**src/rtl/window3_pkg.sv**
```systemverilog
package window3_pkg;
  typedef struct packed {
    logic wrBufA;   // write incoming pixel into store A
    logic wrBufB;   // write incoming pixel into store B
    logic shiftEn;  // shift a new column into the window
    logic topSelB;  // store B holds the oldest row
  } win_strobe_t;
endpackage

```
**src/rtl/window3_linebuf.sv**
```systemverilog
module window3_linebuf #(
  parameter int DEPTH = 8,
  parameter int DW    = 8,
  localparam int AW   = (DEPTH > 1) ? $clog2(DEPTH) : 1
) (
  input  logic          clk,
  input  logic          wrEn,
  input  logic [AW-1:0] addr,
  input  logic [DW-1:0] wrData,
  output logic [DW-1:0] rdData
);
  logic [DW-1:0] mem [DEPTH];

  // asynchronous read returns the old entry during a same-cycle write
  assign rdData = mem[addr];

  always_ff @(posedge clk) begin
    if (wrEn) mem[addr] <= wrData;
  end
endmodule

```
**src/rtl/window3_ctrl.sv**
```systemverilog
module window3_ctrl
  import window3_pkg::*;
#(
  parameter int IMG_W = 8,
  localparam int CW   = (IMG_W > 1) ? $clog2(IMG_W) : 1
) (
  input  logic          clk,
  input  logic          rst,
  input  logic          pixValid,
  output win_strobe_t   strb,
  output logic [CW-1:0] colIdx,
  output logic          winValid
);
  logic [CW-1:0] colCnt, rowCnt;
  logic          phase;
  logic          validQ;
  logic          lastCol, lastRow, interior;

  assign lastCol  = (colCnt == CW'(IMG_W - 1));
  assign lastRow  = (rowCnt == CW'(IMG_W - 1));
  assign interior = (rowCnt >= CW'(2)) && (colCnt >= CW'(2));

  always_ff @(posedge clk) begin
    if (rst) begin
      colCnt <= '0;
      rowCnt <= '0;
      phase  <= 1'b0;
      validQ <= 1'b0;
    end else begin
      validQ <= pixValid && interior;
      if (pixValid) begin
        if (lastCol) begin
          colCnt <= '0;
          if (lastRow) begin
            rowCnt <= '0;
            phase  <= 1'b0;
          end else begin
            rowCnt <= rowCnt + CW'(1);
            phase  <= ~phase;
          end
        end else begin
          colCnt <= colCnt + CW'(1);
        end
      end
    end
  end

  always_comb begin
    strb.wrBufA  = pixValid && !phase;
    strb.wrBufB  = pixValid && phase;
    strb.shiftEn = pixValid;
    strb.topSelB = phase;
  end

  assign colIdx   = colCnt;
  assign winValid = validQ;
endmodule

```
**src/rtl/window3_datapath.sv**
```systemverilog
module window3_datapath
  import window3_pkg::*;
#(
  parameter int IMG_W = 8,
  parameter int PIX_W = 8,
  localparam int CW   = (IMG_W > 1) ? $clog2(IMG_W) : 1
) (
  input  logic             clk,
  input  win_strobe_t      strb,
  input  logic [CW-1:0]    colIdx,
  input  logic [PIX_W-1:0] pixIn,
  output logic [9*PIX_W-1:0] winOut
);
  logic [PIX_W-1:0] bufRd [2];
  logic [1:0]       bufWr;
  logic [PIX_W-1:0] colIn [3];
  logic [PIX_W-1:0] winReg [3][3];

  assign bufWr = {strb.wrBufB, strb.wrBufA};

  for (genvar b = 0; b < 2; b++) begin : g_store
    window3_linebuf #(.DEPTH(IMG_W), .DW(PIX_W)) u_store (
      .clk    (clk),
      .wrEn   (bufWr[b]),
      .addr   (colIdx),
      .wrData (pixIn),
      .rdData (bufRd[b])
    );
  end

  // oldest row on top, newer stored row in the middle, live pixel at bottom
  assign colIn[0] = strb.topSelB ? bufRd[1] : bufRd[0];
  assign colIn[1] = strb.topSelB ? bufRd[0] : bufRd[1];
  assign colIn[2] = pixIn;

  for (genvar i = 0; i < 3; i++) begin : g_row
    always_ff @(posedge clk) begin
      if (strb.shiftEn) begin
        winReg[i][0] <= winReg[i][1];
        winReg[i][1] <= winReg[i][2];
        winReg[i][2] <= colIn[i];
      end
    end
    for (genvar j = 0; j < 3; j++) begin : g_col
      assign winOut[(3*i+j)*PIX_W +: PIX_W] = winReg[i][j];
    end
  end
endmodule

```
**src/rtl/window3_gen.sv**
```systemverilog
module window3_gen
  import window3_pkg::*;
#(
  parameter int IMG_W = 8,
  parameter int PIX_W = 8,
  localparam int CW   = (IMG_W > 1) ? $clog2(IMG_W) : 1
) (
  input  logic               clk,
  input  logic               rst,
  input  logic               pixValid,
  input  logic [PIX_W-1:0]   pixIn,
  output logic               winValid,
  output logic [9*PIX_W-1:0] winOut
);
  win_strobe_t   ctrlStrb;
  logic [CW-1:0] colIdx;

  window3_ctrl #(.IMG_W(IMG_W)) u_ctrl (
    .clk      (clk),
    .rst      (rst),
    .pixValid (pixValid),
    .strb     (ctrlStrb),
    .colIdx   (colIdx),
    .winValid (winValid)
  );

  window3_datapath #(.IMG_W(IMG_W), .PIX_W(PIX_W)) u_dp (
    .clk    (clk),
    .strb   (ctrlStrb),
    .colIdx (colIdx),
    .pixIn  (pixIn),
    .winOut (winOut)
  );
endmodule

```
**config.mk**
```make
export PLATFORM = sky130hd
export DESIGN_NAME = window3_gen
export DESIGN_NICKNAME = d
export VERILOG_FILES = /design/src/rtl/window3_pkg.sv /design/src/rtl/window3_linebuf.sv /design/src/rtl/window3_ctrl.sv /design/src/rtl/window3_datapath.sv /design/src/rtl/window3_gen.sv
export SDC_FILE = /design/constraint.sdc
export NUM_CORES = 1
export LEC_CHECK = 0
export CAP_MARGIN = 15
export CORE_MARGIN = 2
export CORE_UTILIZATION = 60
export DETAILED_ROUTE_END_ITERATION = 10
export PLACE_DENSITY_LB_ADDON = 0.25
export SYNTH_ARGS = -nofsm -noshare
export SYNTH_HDL_FRONTEND = slang
export SYNTH_SLANG_ARGS = --single-unit
```
**constraint.sdc**
```tcl
create_clock -name clk -period 5.4 [get_ports clk]
set_clock_uncertainty 0.15 [all_clocks]
set_input_delay 1.08 -clock clk [delete_from_list [all_inputs] [get_ports clk]]
set_output_delay 1.08 -clock clk [all_outputs]
set_load 0.01 [all_outputs]
```
==> results of run 1 <==
[stage by stage]
stage	total power [mW]	util, %	cells	instance area, um2	setup WS (ns)
3_3_place_gp	2.12	69.4	588	8760	2.39
3_5_place_dp	2.13	69.5	590	8770	2.33
2_1_floorplan	2.00	-	344	7770	2.73
5_1_grt	3.51	74.5	629	9410	2.38
6_report	3.40	74.5	629	9410	2.54
4_1_cts	3.43	74.4	627	9400	2.45
[kinds of logic (layout without fill, tap and decap cells)]
group           count (synthesis)  after routing  synth area share [%]
fa+ha+maj                       6              6                 0.966
compound gates                  5              5                 0.402
simple gates                   38             38                  2.27
mux                            67             67                  15.0
buf+inv                        17            130                  1.24
flops                         211            211                  80.1
[cell type report]
cell class                      instances  area share, %
Clock buffer                           31           6.20
Clock inverter                          6          0.412
Inverter                                2         0.0798
Multi-Input combinational cell        116           15.4
Sequential cell                       211           66.2
Tap cell                              172           2.29
Timing Repair Buffer                   91           9.39
[state kept, by name, indices dropped and copies added (netlist names), named ones only]
register and flops:
u_dp.g_store.u_store.mem 128, u_dp.winReg 72, u_ctrl.colIdx 3, u_ctrl.phase 1
u_ctrl.winValid 1, u_ctrl.rowCnt 3
[power groups by stage]
stage	Sequential, mW	Combinational (mW)	Clock (mW)
finish	1.89	0.210	1.30
global placement	1.92	0.203	0
detailed placement	1.92	0.210	0
CTS	1.89	0.211	1.33
floorplan	1.93	0.0766	0
global route	1.90	0.222	1.40
[routing by layer]
layer / up-vias / share of wire (%) / GRT usage, %
met2: 129 / 50 / 33.3
li1: 1621 / - / -
met1: 1838 / 41 / 27.4
met5: - / 0 / 0
met3: 25 / 7.0 / 4.51
met4: 0 / 2.3 / 6.85
[path summary, 6_finish.rpt]
check                         startpoint                            to  slack [ns]  cells after the start
max                             register   u_dp.winReg[1][6]$_DFFE_PP_        2.54                      4
min          u_dp.winReg[2][8]$_DFFE_PP_  u_dp.winReg[2][16]$_DFFE_PP_        0.29                      0
max reg2reg                     register   u_dp.winReg[1][6]$_DFFE_PP_        2.54                      4
min reg2reg  u_dp.winReg[2][8]$_DFFE_PP_  u_dp.winReg[2][16]$_DFFE_PP_        0.29                      0
[placed cells by master (no fill, tap or decap), drive strengths merged, types with 6 or more instances in the layout]
cell,n
nor3,6
mux4,32
clkbuf,31
edfxtp,200
ha,6
mux2i,35
buf,9
dfxtp,11
clkdlybuf4s50,82
nor2,18
==> metrics.md, run 1 <==
| Metric | Value |
|---|---|
| Outcome | `finished clean` |
| Largest delay share family, worst path | `flip-flops` |
| First-pass GRT wire length | `21.1 mm` |
| Most numerous cell in the Yosys netlist | `edfxtp_1` |
| Cts repair resizes | `0` |
| WP buf/inv | `1` |
| Initial drt markers | `288` |
| Proportion of power drawn by the clock network | `38.3%` |
| Internal power | `approximately 2.7 mW` |
| Yosys warns | `0` |
| Max cap viols | `0` |
| CTS tree | `built` |
| Chip width | `118 um` |
| FP Rows | `41` |
| Minimum period implied by the final worst setup slack | `2.86 ns` |
| Routed WL | `13.7 mm` |
| Crit path launch type | `register` |
| Peak supply drop | `287 uV` |
| Post-synth top cells | `200 x edfxtp_1, 35 x mux2i_1, 26 x mux4_1, 18 x nor2_1, 11 x dfxtp_1` |
| Largest cells by area after synthesis | `edfxtp_1 77%, mux4_1 8.8%, mux2i_1 4.5%` |
| Ys flop type | `edfxtp_1` |
| Die H | `118 um` |
| RSZ-0062 raised after global routing | `false` |
| Antenna-violating nets left | `0` |
| Post-Syn Nets | `361` |
| RD Place Congestion | `0.787` |
| Switch share | `20.2%` |
| DRC | `0` |
| CTS Buf Count | `21` |
| Unique masters post-synth | `22` |
| Number of flops mapped to enable cells by yosys | `200` |
| Starting Density | `61.6%` |
| Leak | `3.09 nW` |
| P&R area growth vs syn | `21.0%` |
| Final hold violations | `0` |
| Post-synth top area cell | `edfxtp_1` |
| Min-delay worst type | `reg2reg` |
| Sink Count | `~210` |
| Hold Slack | `0.294 ns` |
| Worst Path Max Fanout | `19` |
| # setup viols final | `0` |
| Post-CTS setup buffers | `0` |
| Routed len/inst | `21.7 um` |
| Area occupied by multi-input gates | `1450 um2` |
| Worst-path cell chain | `buf_4 > mux4_1 > mux2i_1 > mux2i_1` |
| Sequential share of the synthesized area | `80.1%` |
| Post-synth top area share | `between 70 and 80%` |
| NumNets Final | `between 400 and 500` |
| Synthesized cell area | `7770 um2` |
| DIE AREA | `between 10000 and 15000 um2` |
| Synthesized area per cell | `22.6 um2` |
| Largest net degree at the start of global routing | `81` |
| Critical Path End Type | `register` |
| CP most frequent cell | `mux2i_1` |
| # IOs | `84` |
| Gr usage total | `20.3%` |
| Power density over cell area | `between 300 and 400 nW/um2` |
| Synth async-reset ratio | `0%` |
| Share of layout cells above drive strength 1 | `9.41%` |
| Maximum root-to-sink buffer count | `3` |
| Sequential share of power | `55.5%` |
| Clk_lat worst skew | `0.49 ns` |
| Psw | `around 0.7 mW` |
| Via count | `3613` |
| Via density | `about 5.7` |
| Clock root cell | `clkbuf_16` |
| Clock transition at the registers of the reported paths | `0.06 ns` |
| Synth Instances | `344` |
| Vias in the first global route | `3619` |
| CP Class | `reg2reg` |
| Normalized max-slew margin | `30.1%` |
| Core footprint | `12600 um2` |
| Slew Limit Fails | `0` |
| TNS Setup | `0 ns` |
| Initial DRT Pass Iterations | `4` |
| Seq. cell area | `6230 um2` |
| Synthesized flop and latch total | `211` |
| CTS hold repair buffers | `0` |
| Fmax | `between 0.3 and 0.4 GHz` |
| Worst slew pin tran | `1.05 ns` |
| Htree depth | `1` |
| Worst path max stage delay | `1.01 ns` |
| Crit path max-delay cell type | `dfxtp_1` |
| Crit share post-route | `53.0%` |
| Port bufs | `83` |
| Critical path required time | `around 5.5 ns` |
| Initial antenna violation count | `0` |
| Hpwl dp | `around 8.8 mm` |
| GRT overflow | `0` |
| ANT cells | `0` |
| Logic gate share of total power | `roughly 6.2%` |
| FILL cells | `roughly 740` |
| Arrival @ worst endpoint | `2.93 ns` |
No activity file was read; power rests on OpenSTA's default activity.
==> run 2: changes to the inputs <==
--- a/config.mk
+++ b/config.mk
@@ -7,7 +7,7 @@
 export LEC_CHECK = 0
 export CAP_MARGIN = 15
 export CORE_MARGIN = 2
-export CORE_UTILIZATION = 60
+export CORE_UTILIZATION = 56
 export DETAILED_ROUTE_END_ITERATION = 10
 export PLACE_DENSITY_LB_ADDON = 0.25
 export SYNTH_ARGS = -nofsm -noshare
==> constraint.sdc (replaced) <==
create_clock -name clk -period 2.85 [get_ports clk]
set_clock_uncertainty 0.15 [all_clocks]
set_input_delay 0.57 -clock clk [delete_from_list [all_inputs] [get_ports clk]]
set_output_delay 0.57 -clock clk [all_outputs]
set_load 0.01 [all_outputs]
==> metrics.md, run 2 (synthesis gave the netlist of run 1 again) <==
| Metric | Value |
|---|---|
| Outcome | `finished clean` |
| Starting Density | `56.7% (-4.9 points)` |
| # setup viols final | `0 (unchanged)` |
| Seq. cell area | `6230 um2 (unchanged)` |
| GRT overflow | `0 (unchanged)` |
| Crit path launch type | `register` |
| Switch share | `20.0% (-0.21 points)` |
| # IOs | `84 (unchanged)` |
| Routed WL | `13.5 mm (-1.4%)` |
| Commonest non-fill, non-tap cells in the layout | `200 x edfxtp_1, 82 x clkdlybuf4s50_1, 35 x mux2i_1` |
| FILL cells | `826 (+11%)` |
| Logic gate share of total power | `6.4% (+0.2 points)` |
| Largest register by flop count | `u_dp.g_store.u_store.mem` |
| Vias in the first global route | `3565 (-1.5%)` |
| Internal power | `5.26 mW (+94%)` |
| WP buf/inv | `1 (unchanged)` |
| Biggest regs | `u_dp.g_store.u_store.mem: 128 flops, u_dp.winReg: 72 flops` |
| Placement Cell Area | `8880 um2 (+1.2%)` |
| Worst-path cell chain | `clkdlybuf4s50_1` |
| Antenna-violating nets left | `0 (unchanged)` |
| Sink Count | `211 (unchanged)` |
| Post-CTS setup buffers | `0 (unchanged)` |
| Port bufs | `83 (unchanged)` |
| TNS Setup | `0 ns (unchanged)` |
| Via count | `3633 (+0.55%)` |
| WL met3 | `1.01 mm (+4.4%)` |
| Via density | `5.62 (-2.1%)` |
| CTS hold repair buffers | `0 (unchanged)` |
| Gr usage total | `18.6% (-1.7 points)` |
| Psw | `1.31 mW (+91%)` |
| Power density over cell area | `689 nW/um2 (+91%)` |
| Max FFs per register | `128 (unchanged)` |
| Initial DRT Pass Iterations | `4 (unchanged)` |
| Crit share post-route | `74.9%` |
| Crit path max-delay cell type | `clkdlybuf4s50_1` |
| Clk_lat worst skew | `0.48 ns (about the same)` |
| ANT cells | `0 (unchanged)` |
| Normalized max-slew margin | `35.5% (+5.4 points)` |
| Critical path required time | `2.13 ns (-3.33 ns)` |
| Critical Path End Type | `output port` |
| Met1 wire length | `5.54 mm (-0.66%)` |
| RSZ-0062 raised after global routing | `false` |
| Clock transition at the registers of the reported paths | `0.06 ns (about the same)` |
| Worst path max stage delay | `0.57 ns (-0.44 ns)` |
| Initial antenna violation count | `0 (unchanged)` |
| CP Class | `reg2out` |
| Sequential share of power | `54.2% (-1.3 points)` |
| Leak | `3.17 nW (+2.3%)` |
| Final Instance Area | `9530 um2 (+1.3%)` |
| CTS Buf Count | `21 (unchanged)` |
| Core footprint | `13700 um2 (+8.7%)` |
| Share of layout cells above drive strength 1 | `11.4% (+2.0 points)` |
| Htree depth | `1 (unchanged)` |
| DRC | `0 (unchanged)` |
| Largest delay share family, worst path | `buffers and inverters` |
| Largest net degree at the start of global routing | `82 (+1.2%)` |
| Maximum root-to-sink buffer count | `3 (unchanged)` |
| Cts repair resizes | `0 (unchanged)` |
| FP Rows | `43 (+4.9%)` |
| RD Place Congestion | `0.833 (+5.8%)` |
| Worst slew pin tran | `0.967 ns (-0.0791 ns)` |
| Die H | `122 um (+3.4%)` |
| Min-delay worst type | `reg2reg` |
| Metal2 WL | `6.72 mm (-1.6%)` |
| Arrival @ worst endpoint | `1.41 ns (-1.52 ns)` |
| Clock root cell | `clkbuf_16` |
| Minimum period implied by the final worst setup slack | `2.13 ns` |
| Max Used Layer | `met4` |
| Slew Limit Fails | `0 (unchanged)` |
| Hpwl dp | `8.53 mm (-2.7%)` |
| Proportion of power drawn by the clock network | `39.5% (+1.2 points)` |
| Initial drt markers | `366 (+27%)` |
| Chip width | `122 um (+3.4%)` |
| CTS tree | `built` |
| Area occupied by multi-input gates | `1450 um2 (unchanged)` |
| P&R area growth vs syn | `22.6%` |
| Worst Path Max Fanout | `1 (-18)` |
| Final hold violations | `0 (unchanged)` |
| Routed len/inst | `20.9 um (-3.9%)` |
| Reg-to-reg setup timing slack | `0.76 ns (-1.78 ns)` |
| Fmax | `0.469 GHz` |
| First-pass GRT wire length | `20.5 mm (-2.6%)` |
| DIE AREA | `14800 um2 (+6.9%)` |
| Commonest non-fill, non-tap cell in the layout | `edfxtp_1` |
| Max cap viols | `0 (unchanged)` |
| Peak supply drop | `438 uV (+53%)` |
| NumNets Final | `469 (+2.0%)` |
==> run 2: cell count changes in the layout (fill, tap and decap cells not counted), moves of 2 or more <==
cell / before / now
buf_2: 2 / 0
bufinv_16: 0 / 2
clkbuf_8: 2 / 0
clkinv_4: 2 / 0
clkbuf_1: 8 / 2
inv_6: 0 / 2
clkinv_1: 1 / 6
buf_4: 7 / 17
==> run 2: layer usage <==
layer	up-vias	global-route usage (%)
li1	1634	-
met1	1832	25.7
met2	145	30.9
met3	22	3.46
met4	0	4.96
met5	-	0
==> run 2: power by group through the flow <==
| stage | Clock (mW) | Combinational [mW] | Sequential, mW |
|---|---|---|---|
| after floorplan | 0 | 0.145 | 3.65 |
| after global placement | 0 | 0.413 | 3.61 |
| final | 2.59 | 0.420 | 3.56 |
| after CTS | 2.64 | 0.426 | 3.56 |
| after global routing | 2.76 | 0.451 | 3.57 |
| after detailed placement | 0 | 0.423 | 3.62 |
==> run 2: through the flow <==
step           util [%]  worst slack, ns  cells  total power, mW  hold slack [ns]
3_5_place_dp       64.7            0.557    609             4.05            0.284
2_1_floorplan         -            0.688    344             3.79            0.303
5_1_grt            69.5            0.672    646             6.78            0.311
3_3_place_gp       64.7            0.621    609             4.03            0.278
6_report           69.5            0.716    646             6.57            0.296
4_1_cts            69.5            0.695    646             6.62            0.298
==> run 2: final timing paths <==
kind | endpoint | start | depth (start not counted)
worst max-delay path | winOut[50] | u_dp.winReg[2][18]$_DFFE_PP_ | 1
worst min-delay path | u_dp.winReg[2][12]$_DFFE_PP_ | u_dp.winReg[2][4]$_DFFE_PP_ | 0
worst max register to register | u_dp.winReg[0][1]$_DFFE_PP_ | register | 4
worst min register to register | u_dp.winReg[2][12]$_DFFE_PP_ | u_dp.winReg[2][4]$_DFFE_PP_ | 0
==> run 2: cell type report <==
cell class              instances  share of cell area, %
well taps                     180                   2.36
clock buffers                  23                   5.59
flip-flops and latches        211                   65.3
inverters                       2                 0.0788
clock inverters                14                   1.26
repair buffers                100                   10.2
multi-input cells             116                   15.2
==> run 3: changes to the inputs <==
--- a/config.mk
+++ b/config.mk
@@ -7,7 +7,7 @@
 export LEC_CHECK = 0
 export CAP_MARGIN = 15
 export CORE_MARGIN = 2
-export CORE_UTILIZATION = 56
+export CORE_UTILIZATION = 50
 export DETAILED_ROUTE_END_ITERATION = 10
 export PLACE_DENSITY_LB_ADDON = 0.25
 export SYNTH_ARGS = -nofsm -noshare
==> constraint.sdc (replaced) <==
create_clock -name clk -period 1.8 [get_ports clk]
set_clock_uncertainty 0.15 [all_clocks]
set_input_delay 0.36 -clock clk [delete_from_list [all_inputs] [get_ports clk]]
set_output_delay 0.36 -clock clk [all_outputs]
set_load 0.01 [all_outputs]
==> metrics.md, run 3 (synthesis gave the netlist of run 1 again) <==
| Metric | Value |
|---|---|
| Design Power | `10.4 mW (+58%)` |
| DIE AREA | `16600 um2 (+12%)` |
| Minimum period implied by the final worst setup slack | `1.93 ns` |
| Worst-path cell chain | `buf_12 > mux4_1 > mux2i_2 > mux2i_1` |
| PnR worst setup slack | `-0.126 ns (-0.842 ns)` |
| Worst path max stage delay | `0.63 ns (+0.06 ns)` |
| Violated checks | `setup timing` |
| Final hold violations | `0 (unchanged)` |
| Port bufs | `83 (unchanged)` |
| Critical Path End Type | `register` |
| Worst slew pin tran | `0.645 ns (-0.322 ns)` |
| Met1 wire length | `5.93 mm (+7.1%)` |
| # IOs | `84 (unchanged)` |
| Crit path launch type | `register` |
| Antenna-violating nets left | `0 (unchanged)` |
| Via count | `3715 (+2.3%)` |
| Max Used Layer | `met4` |
| Cells on worst reg2reg path | `4 (unchanged)` |
| Maximum root-to-sink buffer count | `3 (unchanged)` |
| CTS tree | `built` |
| ANT cells | `0 (unchanged)` |
| # setup viols final | `16 (+16)` |
| Share of layout cells above drive strength 1 | `21.8% (+10 points)` |
| Inst Count DP | `643 (+5.6%)` |
| Initial antenna violation count | `0 (unchanged)` |
| Crit path max-delay cell type | `mux4_1` |
| Normalized max-slew margin | `56.8% (+21 points)` |
| Vias in the first global route | `3648 (+2.3%)` |
| Max FFs per register | `128 (unchanged)` |
| Initial drt markers | `293 (-20%)` |
| Arrival @ worst endpoint | `2.00 ns (+0.59 ns)` |
| DRC | `0 (unchanged)` |
| Clk_lat worst skew | `0.49 ns (about the same)` |
| Crit share post-route | `107%` |
| Commonest non-fill, non-tap cell in the layout | `edfxtp_1` |
| Power density over cell area | `1070 nW/um2 (+55%)` |
| Slew Limit Fails | `0 (unchanged)` |
| CP Class | `reg2reg` |
| First-pass GRT wire length | `20.6 mm (+0.44%)` |
| WL met3 | `897 um (-11%)` |
| CTS hold repair buffers | `0 (unchanged)` |
| Core footprint | `15200 um2 (+11%)` |
| Hold Path Depth | `4 (+4)` |
| RSZ-0062 raised after global routing | `true` |
| NumNets Final | `495 (+5.5%)` |
| RD Place Congestion | `0.770 (-7.6%)` |
| Gr usage total | `16.7% (-1.8 points)` |
| GRT overflow | `0 (unchanged)` |
| Commonest non-fill, non-tap cells in the layout | `200 x edfxtp_1, 73 x dlygate4sd2_1, 36 x buf_4` |
| Peak supply drop | `609 uV (+39%)` |
| Count of non-filler cells in the finished layout | `679 (+5.1%)` |
| Via density | `5.47 (-2.7%)` |
| Hpwl dp | `8.70 mm (+2.0%)` |
| Clock transition at the registers of the reported paths | `0.06 ns (about the same)` |
| Outcome | `complete, but fails checks` |
| Sink Count | `211 (unchanged)` |
| Die H | `129 um (+5.6%)` |
| Largest net degree at the start of global routing | `70 (-15%)` |
| Clock root cell | `clkbuf_16` |
| Fmax | `~0.52 GHz` |
| FP Rows | `45 (+4.7%)` |
| Critical path required time | `1.88 ns (-0.25 ns)` |
| Leak | `3.41 nW (+7.6%)` |
| Final core occ | `64.0% (-5.5 points)` |
| Initial DRT Pass Iterations | `4 (unchanged)` |
| Htree depth | `1 (unchanged)` |
| Metal2 WL | `6.77 mm (+0.76%)` |
| Routed WL | `13.8 mm (+2.2%)` |
| Routed len/inst | `20.3 um (-2.8%)` |
| Biggest regs | `u_dp.g_store.u_store.mem: 128 flops, u_dp.winReg: 72 flops` |
| Largest register by flop count | `u_dp.g_store.u_store.mem` |
| Min-delay worst type | `in2reg` |
| P&R area growth vs syn | `25.1%` |
| Starting Density | `51.1% (-5.5 points)` |
| Worst Path Max Fanout | `8 (+7)` |
| CTS Buf Count | `20 (-4.8%)` |
| Chip width | `129 um (+5.6%)` |
| Max cap viols | `0 (unchanged)` |
-- run 3: cell count changes in the layout (fill, tap and decap cells not counted), moves of 7 or more --
cell             change
mux4_1              -14
mux4_2              +14
buf_12               +7
buf_4               +19
clkdlybuf4s50_1     -73
dlygate4sd2_1       +73
-- run 3: stage by stage --
stage,TNS (ns),instance area [um2],worst slack [ns],hold WS [ns]
after detailed placement,-2.46,9180,-0.181,0.281
after CTS,-1.75,9750,-0.140,0.191
after floorplan,-1.84,7790,-0.0424,0.303
after global routing,-2.03,9730,-0.159,0.217
final,-1.14,9730,-0.126,0.207
after global placement,-2.18,9180,-0.149,0.278
-- run 3: final cells by class --
cell class | count | area (um2)
fill | 1030 | 5480
timing repair buffer | 127 | 1170
clock inverter | 11 | 103
sequential | 211 | 6230
inverter | 2 | 7.51
multi-input combinational | 116 | 1440
clock buffer | 24 | 537
tap | 188 | 235
-- run 3: routing by layer --
metal  GRT usage, %  vias up
met1           22.5     1889
met3           3.53       14
met5              0        -
li1               -     1676
met4           4.48        0
met2           28.1      136
-- run 3: path summary, 6_finish.rpt --
check                               startpoint                            to  slack (ns)
setup reg to reg                      register   u_dp.winReg[1][2]$_DFFE_PP_       -0.13
hold / removal                        pixValid                      register        0.21
setup / recovery                      register   u_dp.winReg[1][2]$_DFFE_PP_       -0.13
hold reg to reg   u_dp.winReg[2][13]$_DFFE_PP_  u_dp.winReg[2][21]$_DFFE_PP_        0.29
-- run 3: where the power goes --
group	total (mW)	internal (mW)	switching, mW	leakage, nW
Clock	4.07	2.41	1.66	0.321
Combinational	0.668	0.328	0.340	1.13
Sequential	5.62	5.56	0.0625	1.95
-- run 3: worst max-delay path, delay by kind of cell, from the launching register on --
family	cells	cell delay, ns
buffers and inverters	1	0.15
flip-flops	1	0.38
multiplexers	3	0.96
-- run 3: what timing repair did --
action	CTS	global route
gates resized for setup	84	14
gates cloned	1	0
endpoints found under the setup margin	89	22
pin swaps	0	0
setup buffers	0	1
